===== src/rtl/irq_msg_pkg.sv =====
package irq_msg_pkg;
  typedef enum logic [1:0] {
    MSG_IDLE     = 2'b00,
    MSG_ASSERT   = 2'b01,
    MSG_DEASSERT = 2'b10
  } msg_code_e;
endpackage


===== src/rtl/irq_req_combine.sv =====
module irq_req_combine #(
  parameter int NUM_SRC = 8
) (
  input  logic [NUM_SRC-1:0] status_i,
  input  logic [NUM_SRC-1:0] enable_i,
  output logic               req_o
);
  logic [NUM_SRC-1:0] gated;

  function automatic logic any_set(input logic [NUM_SRC-1:0] v);
    return |v;
  endfunction

  for (genvar g = 0; g < NUM_SRC; g++) begin : g_gate
    assign gated[g] = status_i[g] & enable_i[g];
  end

  assign req_o = any_set(gated);
endmodule


===== src/rtl/irq_level_track.sv =====
module irq_level_track (
  input  logic clk,
  input  logic rst_n,
  input  logic req_i,
  output logic level_o,
  output logic rise_o,
  output logic fall_o
);
  logic level_q;

  always_ff @(posedge clk or negedge rst_n) begin
    if (!rst_n) level_q <= 1'b0;
    else        level_q <= req_i;
  end

  assign level_o = level_q;
  assign rise_o  = req_i & ~level_q;
  assign fall_o  = ~req_i & level_q;
endmodule


===== src/rtl/irq_msg_slot.sv =====
module irq_msg_slot
  import irq_msg_pkg::*;
(
  input  logic      clk,
  input  logic      rst_n,
  input  logic      load_assert_i,
  input  logic      load_deassert_i,
  input  logic      ready_i,
  output logic      valid_o,
  output msg_code_e code_o,
  output logic      cancel_o
);
  logic      valid_q;
  msg_code_e code_q;
  logic      accept;
  logic      load;

  assign accept   = valid_q & ready_i;
  assign load     = load_assert_i | load_deassert_i;
  assign cancel_o = load & valid_q & ~accept;

  always_ff @(posedge clk or negedge rst_n) begin
    if (!rst_n) begin
      valid_q <= 1'b0;
      code_q  <= MSG_IDLE;
    end else if (cancel_o) begin
      valid_q <= 1'b0;
      code_q  <= MSG_IDLE;
    end else if (load) begin
      valid_q <= 1'b1;
      code_q  <= load_assert_i ? MSG_ASSERT : MSG_DEASSERT;
    end else if (accept) begin
      valid_q <= 1'b0;
      code_q  <= MSG_IDLE;
    end
  end

  assign valid_o = valid_q;
  assign code_o  = code_q;
endmodule


===== src/rtl/irq_msi_pulse.sv =====
module irq_msi_pulse (
  input  logic clk,
  input  logic rst_n,
  input  logic rise_i,
  input  logic enable_i,
  output logic pulse_o
);
  logic pulse_q;

  always_ff @(posedge clk or negedge rst_n) begin
    if (!rst_n) pulse_q <= 1'b0;
    else        pulse_q <= rise_i & enable_i;
  end

  assign pulse_o = pulse_q;
endmodule


===== src/rtl/irq_msg_gen.sv =====
module irq_msg_gen
  import irq_msg_pkg::*;
#(
  parameter int NUM_SRC = 8
) (
  input  logic               clk,
  input  logic               rst_n,
  input  logic [NUM_SRC-1:0] irq_status,
  input  logic [NUM_SRC-1:0] irq_enable,
  input  logic               msi_mode,
  input  logic               msg_ready,
  output logic               msg_valid,
  output logic [1:0]         msg_type,
  output logic               msi_req
);
  logic      req_now;
  logic      req_level;
  logic      req_rise;
  logic      req_fall;
  logic      legacy_edge;
  logic      cancel_evt;
  msg_code_e slot_code;

  irq_req_combine #(.NUM_SRC(NUM_SRC)) u_combine (
    .status_i (irq_status),
    .enable_i (irq_enable),
    .req_o    (req_now)
  );

  irq_level_track u_track (
    .clk     (clk),
    .rst_n   (rst_n),
    .req_i   (req_now),
    .level_o (req_level),
    .rise_o  (req_rise),
    .fall_o  (req_fall)
  );

  assign legacy_edge = (req_rise | req_fall) & ~msi_mode;

  irq_msg_slot u_slot (
    .clk             (clk),
    .rst_n           (rst_n),
    .load_assert_i   (req_rise & ~msi_mode),
    .load_deassert_i (req_fall & ~msi_mode),
    .ready_i         (msg_ready),
    .valid_o         (msg_valid),
    .code_o          (slot_code),
    .cancel_o        (cancel_evt)
  );

  assign msg_type = slot_code;

  irq_msi_pulse u_msi (
    .clk      (clk),
    .rst_n    (rst_n),
    .rise_i   (req_rise),
    .enable_i (msi_mode),
    .pulse_o  (msi_req)
  );
endmodule


===== config.mk =====
export PLATFORM = sky130hd
export DESIGN_NAME = irq_msg_gen
export DESIGN_NICKNAME = d
export VERILOG_FILES = /design/src/rtl/irq_msg_pkg.sv /design/src/rtl/irq_req_combine.sv /design/src/rtl/irq_level_track.sv /design/src/rtl/irq_msg_slot.sv /design/src/rtl/irq_msi_pulse.sv /design/src/rtl/irq_msg_gen.sv
export SDC_FILE = /design/constraint.sdc
export NUM_CORES = 1
export LEC_CHECK = 0
export ABC_AREA = 1
export BUFFER_PORTS_ARGS = -buffer_cell sky130_fd_sc_hd__buf_2
export CORE_AREA = 2 2 39 41
export DETAILED_ROUTE_END_ITERATION = 10
export DIE_AREA = 0 0 41 43
export MAX_ROUTING_LAYER = met4
export PLACE_DENSITY = 0.51
export SYNTH_ARGS = -nofsm -noshare
export SYNTH_HDL_FRONTEND = slang
export SYNTH_HIERARCHICAL = 1
export SYNTH_SLANG_ARGS = --single-unit

===== constraint.sdc =====
create_clock -name clk -period 1.41 [get_ports clk]
set_input_delay 0.282 -clock clk [delete_from_list [all_inputs] [get_ports clk]]
set_output_delay 0.282 -clock clk [all_outputs]
set_load 0.005 [all_outputs]

### Word-level counts from Yosys, hierarchy flattened

Index checks and enable logic that the tools add are counted.

| storage, ports and cells | value |
|---|---|
| register bits after elaboration | 5 |

| operators by class | value |
|---|---|
| mux-type cells | 7 |
| bitwise operators | 21 |
| reduce and logical (&&, ||, !) cells | 2 |

Operators by type and width:

| kind | number |
|---|---|
| 1-bit bitwise AND | 16 |
| 2-bit two-way mux | 4 |
| 8-bit OR reduction | 1 |
| 1-bit NOT | 4 |
| 1-bit two-way mux | 3 |
| 3-bit nonzero test | 1 |
| 1-bit OR | 1 |

### Logic depth before layout (Yosys ltp)

| logic depth | value |
|---|---|
| depth in word-level cells | 9 |
| mapped depth | 12 |
| mapped depth without buffers | 12 |

### Modules after synthesis

The synthesis kept the hierarchy.

Modules (own cells, without submodules):

| module | times used | cells each | area each (um^2) | seq. area each (um^2) |
|---|---|---|---|---|
| irq_msg_slot | 1 | 21 | 153.9 | 75.1 |
| irq_req_combine | 1 | 15 | 56.3 | 0.0 |
| irq_level_track | 1 | 5 | 40.0 | 25.0 |
| irq_msi_pulse | 1 | 3 | 32.5 | 25.0 |
| irq_msg_gen | 1 | 4 | 15.0 | 0.0 |

### Worst setup path after synthesis

Ideal clock, no wire load.

| path | value |
|---|---|
| path kind | input to register |
| start point | input irq_status[1] |
| end point | register u_slot.code_q[1] (netlist: u_slot/code_o[1]) |
| setup time | 0.117 ns |
| data arrival time | 1.127 ns |
| data required time | 1.293 ns |
| slack | 0.166 ns |
| cell stages on the path | 11 |
| path buffers | 0 |
| cell sequence | nand2_1 -> nand2_1 -> nor2_1 -> nand2_1 -> inv_1 -> nor2_1 -> inv_1 -> nor2_1 -> nor2_1 -> nand2_1 -> nand2_1 |

| between the ends | value |
|---|---|
| elaborated cells between the ends (all ways) | 14 |
| those cells by class | mux: 3; bitwise: 9; reduce/logical: 2 |

RTL lines:

| element | line | RTL |
|---|---|---|
| start: declaration | irq_msg_gen.sv:8 | `input logic [NUM_SRC-1:0] irq_status,` |
| 1-bit bitwise AND * | irq_req_combine.sv:15 | `assign gated[g] = status_i[g] & enable_i[g];` |
| 8-bit OR reduction * | irq_req_combine.sv:11 | `return \|v;` |
| net req_now | irq_msg_gen.sv:16 | `logic req_now;` |
| 1-bit bitwise AND * | irq_level_track.sv:17 | `assign rise_o = req_i & ~level_q;` |
| net req_rise | irq_msg_gen.sv:18 | `logic req_rise;` |
| 1-bit bitwise AND * | irq_msg_gen.sv:44 | `.load_assert_i (req_rise & ~msi_mode),` |
| 1-bit OR | irq_msg_slot.sv:19 | `assign load = load_assert_i \| load_deassert_i;` |
| 1-bit bitwise AND (2 in series) | irq_msg_slot.sv:20 | `assign cancel_o = load & valid_q & ~accept;` |
| 3-bit nonzero test (no source line) / 2-bit two-way mux (equally long branches) | n/a |  |
| end signal: assignment | irq_msg_slot.sv:31 | `code_q <= load_assert_i ? MSG_ASSERT : MSG_DEASSERT;` |
| end: declaration | irq_msg_slot.sv:14 | `msg_code_e code_q;` |

Mark *: on every way through the listed nets, which the timed path passes. The rest lies on a longest branch.
A chain may end at the register's enable or synchronous reset.

### Worst setup path after layout

| path | value |
|---|---|
| start point | input irq_status[1] |
| end point | register u_slot.code_q[1] (netlist: u_slot/code_o[1]) |

| between the ends | value |
|---|---|
| longest elaborated chain between the ends | 9 |
| elaborated cells between the ends (all ways) | 14 |
| those cells by class | mux: 3; bitwise: 9; reduce/logical: 2 |

Ends and longest elaborated chain:

| element | line | RTL |
|---|---|---|
| 1-bit bitwise AND * | irq_req_combine.sv:15 |  |
| 8-bit OR reduction * | irq_req_combine.sv:11 |  |
| net req_now | irq_msg_gen.sv:16 |  |
| 1-bit NOT * | irq_level_track.sv:18 | `assign fall_o = ~req_i & level_q;` |
| 1-bit bitwise AND * | irq_level_track.sv:18 |  |
| net req_fall | irq_msg_gen.sv:19 | `logic req_fall;` |
| 1-bit bitwise AND * | irq_msg_gen.sv:45 | `.load_deassert_i (req_fall & ~msi_mode),` |
| 1-bit OR * | irq_msg_slot.sv:19 |  |
| 1-bit bitwise AND (2 in series) | irq_msg_slot.sv:20 |  |
| 3-bit nonzero test (no source line) / 2-bit two-way mux (equally long branches) | n/a |  |

Marked as above.

==> impl_metrics.env <==
export IMPL_status="finished clean"
export IMPL_pin_count=24
export IMPL_drcViolationCount=0
export IMPL_root_buffer="clkbuf_4"
export IMPL_startpoint="irq_status[1]"
export IMPL_totalWireLength_microns=623
export IMPL_n_fill_cell=164
export IMPL_worstReg2RegEnd="u_slot/code_o[1]"
export IMPL_cts_reportedPaths_clkPinSlew_ns=0.04
export IMPL_max_cap_violations=0
export IMPL_worst_skew_pair_late_latency_ns=0.23
export IMPL_critPathMaxFanout=3
export IMPL_timing_clock_skew_ns=0.00209
export IMPL_avgSynthCellArea_sq_um=6.26
export IMPL_total_power_mw=0.431
export IMPL_critical_path_startpoint_category="input port"
export IMPL_worst_path_buf_inv=3
export IMPL_fin_tns_setup_ns=0
export IMPL_chipHeight_microns=43
export IMPL_clock_tree_buffer_depth=2
export IMPL_drtAntennaViolNets=0
export IMPL_final_min_period_over_clock_period_pct=80.2
export IMPL_worst_r2r_startpoint="u_track/level_o"
export IMPL_initial_utilization_pct=21.2
export IMPL_cp_data_arrival_time_ns=1.31
export IMPL_finalWeightedCongestion=0.658
export IMPL_via_count_of_the_first_global_routing_pass=272
export IMPL_setup_violations=0
export IMPL_firstDrtPassIters=2
export IMPL_post_synth_instance_area_sq_um=294
export IMPL_critical_path_top_delay_family="simple AND/OR/NAND/NOR gates"
export IMPL_setup_worst_path_end_class="register"
export IMPL_die_area_sq_um=1760
export IMPL_antennaDiodeCount=0
export IMPL_clock_sinks=5
export IMPL_worstSetupPathDepth=12
export IMPL_io_buffer_count=23
export IMPL_power_density_nw_per_um2=911
export IMPL_count_of_vias_placed_by_the_detailed_router=364
export IMPL_critPathRequiredTime_ns=1.58
export IMPL_worstMarginPinSlew_ns=0.236
export IMPL_seq_area_sq_um=125
export IMPL_synth_warnings=6
export IMPL_worst_hold_path_type="in -> reg"
export IMPL_vias_per_cell=3.96
export IMPL_grt_overflow=0
export IMPL_final_hold_violation_count=0
export IMPL_detailed_place_hpwl_microns=563
export IMPL_max_clk_rate_mhz=884
export IMPL_critPathMostFrequentCell="nand2_1"
export IMPL_areaGrowthSynthToFinish_pct=60.9
export IMPL_cp_slowest_cell="nor2_1"
export IMPL_maxSlewHeadroom_pct=84.2
export IMPL_dieWidth_microns=41
export IMPL_core_area_sq_um=1380
export IMPL_routedWlPerCell_microns=6.77
export IMPL_cp_endpoint="u_slot/code_o[1]"
export IMPL_clock_tree_htree_level_count=1
export IMPL_final_period_minus_worst_setup_slack_ns=1.13
export IMPL_rows=14
export IMPL_cts_tree="yes"
export IMPL_setup_repair_after_global_routing_missed_its_margin="no"
export IMPL_ff2ff_path_depth=7
export IMPL_critical_path_class="in -> reg"
export IMPL_multi_input_area_sq_um=139
export IMPL_ratio_of_cells_with_drive_above_1_in_the_final_layout_pct=38.2
export IMPL_global_route_wire_length_before_repair_microns=938
export IMPL_setup_reg_to_reg_worst_slack_ns=0.35
export IMPL_drv_slew=0
export IMPL_grt_start_max_net_pins=6
export IMPL_crit_path_max_incr_delay_ns=0.19
export IMPL_leakage_component_of_the_power_nw=0.311
export IMPL_syn_inst=47
export IMPL_irDropWorstVdd_v=0.000437
export IMPL_drt_iter0_drc=3
export IMPL_fin_nets=97
export IMPL_synthesized_netlist_net_count=67
export IMPL_cp_cell_sequence="buf_2 -> nand2_1 -> nand2_1 -> nor2_1 -> nand2_1 -> nor2_1 -> inv_1 -> nor2_1 -> inv_1 -> nor2_1 -> nand2_1 -> nand2_1"
export IMPL_numCtsBuffers=3
export IMPL_layout_cells_most_common_list="buf_2 (23), nand2_1 (23), inv_1 (7), nor2_1 (7), dfrtp_1 (5)"
export IMPL_antenna_violations_before_repair=0
export IMPL_grt_usage_pct=9.07
==> worst register-to-register path, delay by kind of cell (launching register included) <==
| kind | cells | cell delay, ns |
|---|---|---|
| flops | 1 | 0.38 |
| simple gates | 5 | 0.38 |
| buf+inv | 2 | 0.19 |
==> per-stage QoR <==
step | setup slack [ns] | area [sq um] | util [%] | hold slack [ns] | instances
floorplan | 0.167 | 294 | - | -0.0136 | 47
global placement | 0.0109 | 437 | 31.6 | 0.100 | 87
detailed placement | 0.00262 | 437 | 31.6 | 0.104 | 87
CTS | 0.249 | 473 | 34.2 | 0.276 | 92
global route | 0.129 | 473 | 34.2 | 0.281 | 92
finish | 0.279 | 473 | 34.2 | 0.286 | 92
==> registers in the layout (all words and copies together), names as in the netlist <==
signal	cells
u_msi/pulse_o	1
u_slot/code_o	2
u_track/level_o	1
u_slot/valid_o	1
==> area by class of cell <==
class                      instances  area share (%)
clock buffer                       4            5.56
tap                               16            4.23
inverter                           8            6.35
sequential                         5            26.5
timing repair buffer              25            28.0
multi-input combinational         34            29.4
==> worst min path at each step <==
stage                         from  slack (ns)  cells past startpoint          endpoint
after global placement       rst_n        0.10                      1  u_slot/code_o[0]
after CTS                 msi_mode        0.28                      3     u_msi/pulse_o
after floorplan              rst_n       -0.01                      0     u_msi/pulse_o
after global routing      msi_mode        0.28                      3     u_msi/pulse_o
after detailed placement     rst_n        0.10                      1  u_slot/code_o[1]
final                     msi_mode        0.29                      3     u_msi/pulse_o
==> metal layers <==
layer | share of wire (%) | vias to the layer above | global-route usage, %
met1 | 41 | 144 | 7.77
met2 | 46 | 22 | 12.5
met5 | 0 | - | -
li1 | - | 198 | -
met3 | 13 | 0 | 7.85
met4 | 0 | 0 | 6.00
==> what timing repair did <==
item	4_1_cts	5_1_grt
hold buffers	1	0
endpoints found under the hold margin	5	0
setup endpoints to repair	0	0
gates resized for setup	0	0
setup buffers	0	0
==> power breakdown <==
group | total (mW) | leakage (nW) | switching, mW | internal (mW)
registers | 0.174 | 0.0626 | 0.00987 | 0.165
logic | 0.0981 | 0.234 | 0.0453 | 0.0528
clock network | 0.158 | 0.0150 | 0.0519 | 0.107
total | 0.431 | 0.311 | 0.107 | 0.324
No activity file was read; power rests on OpenSTA's default activity.
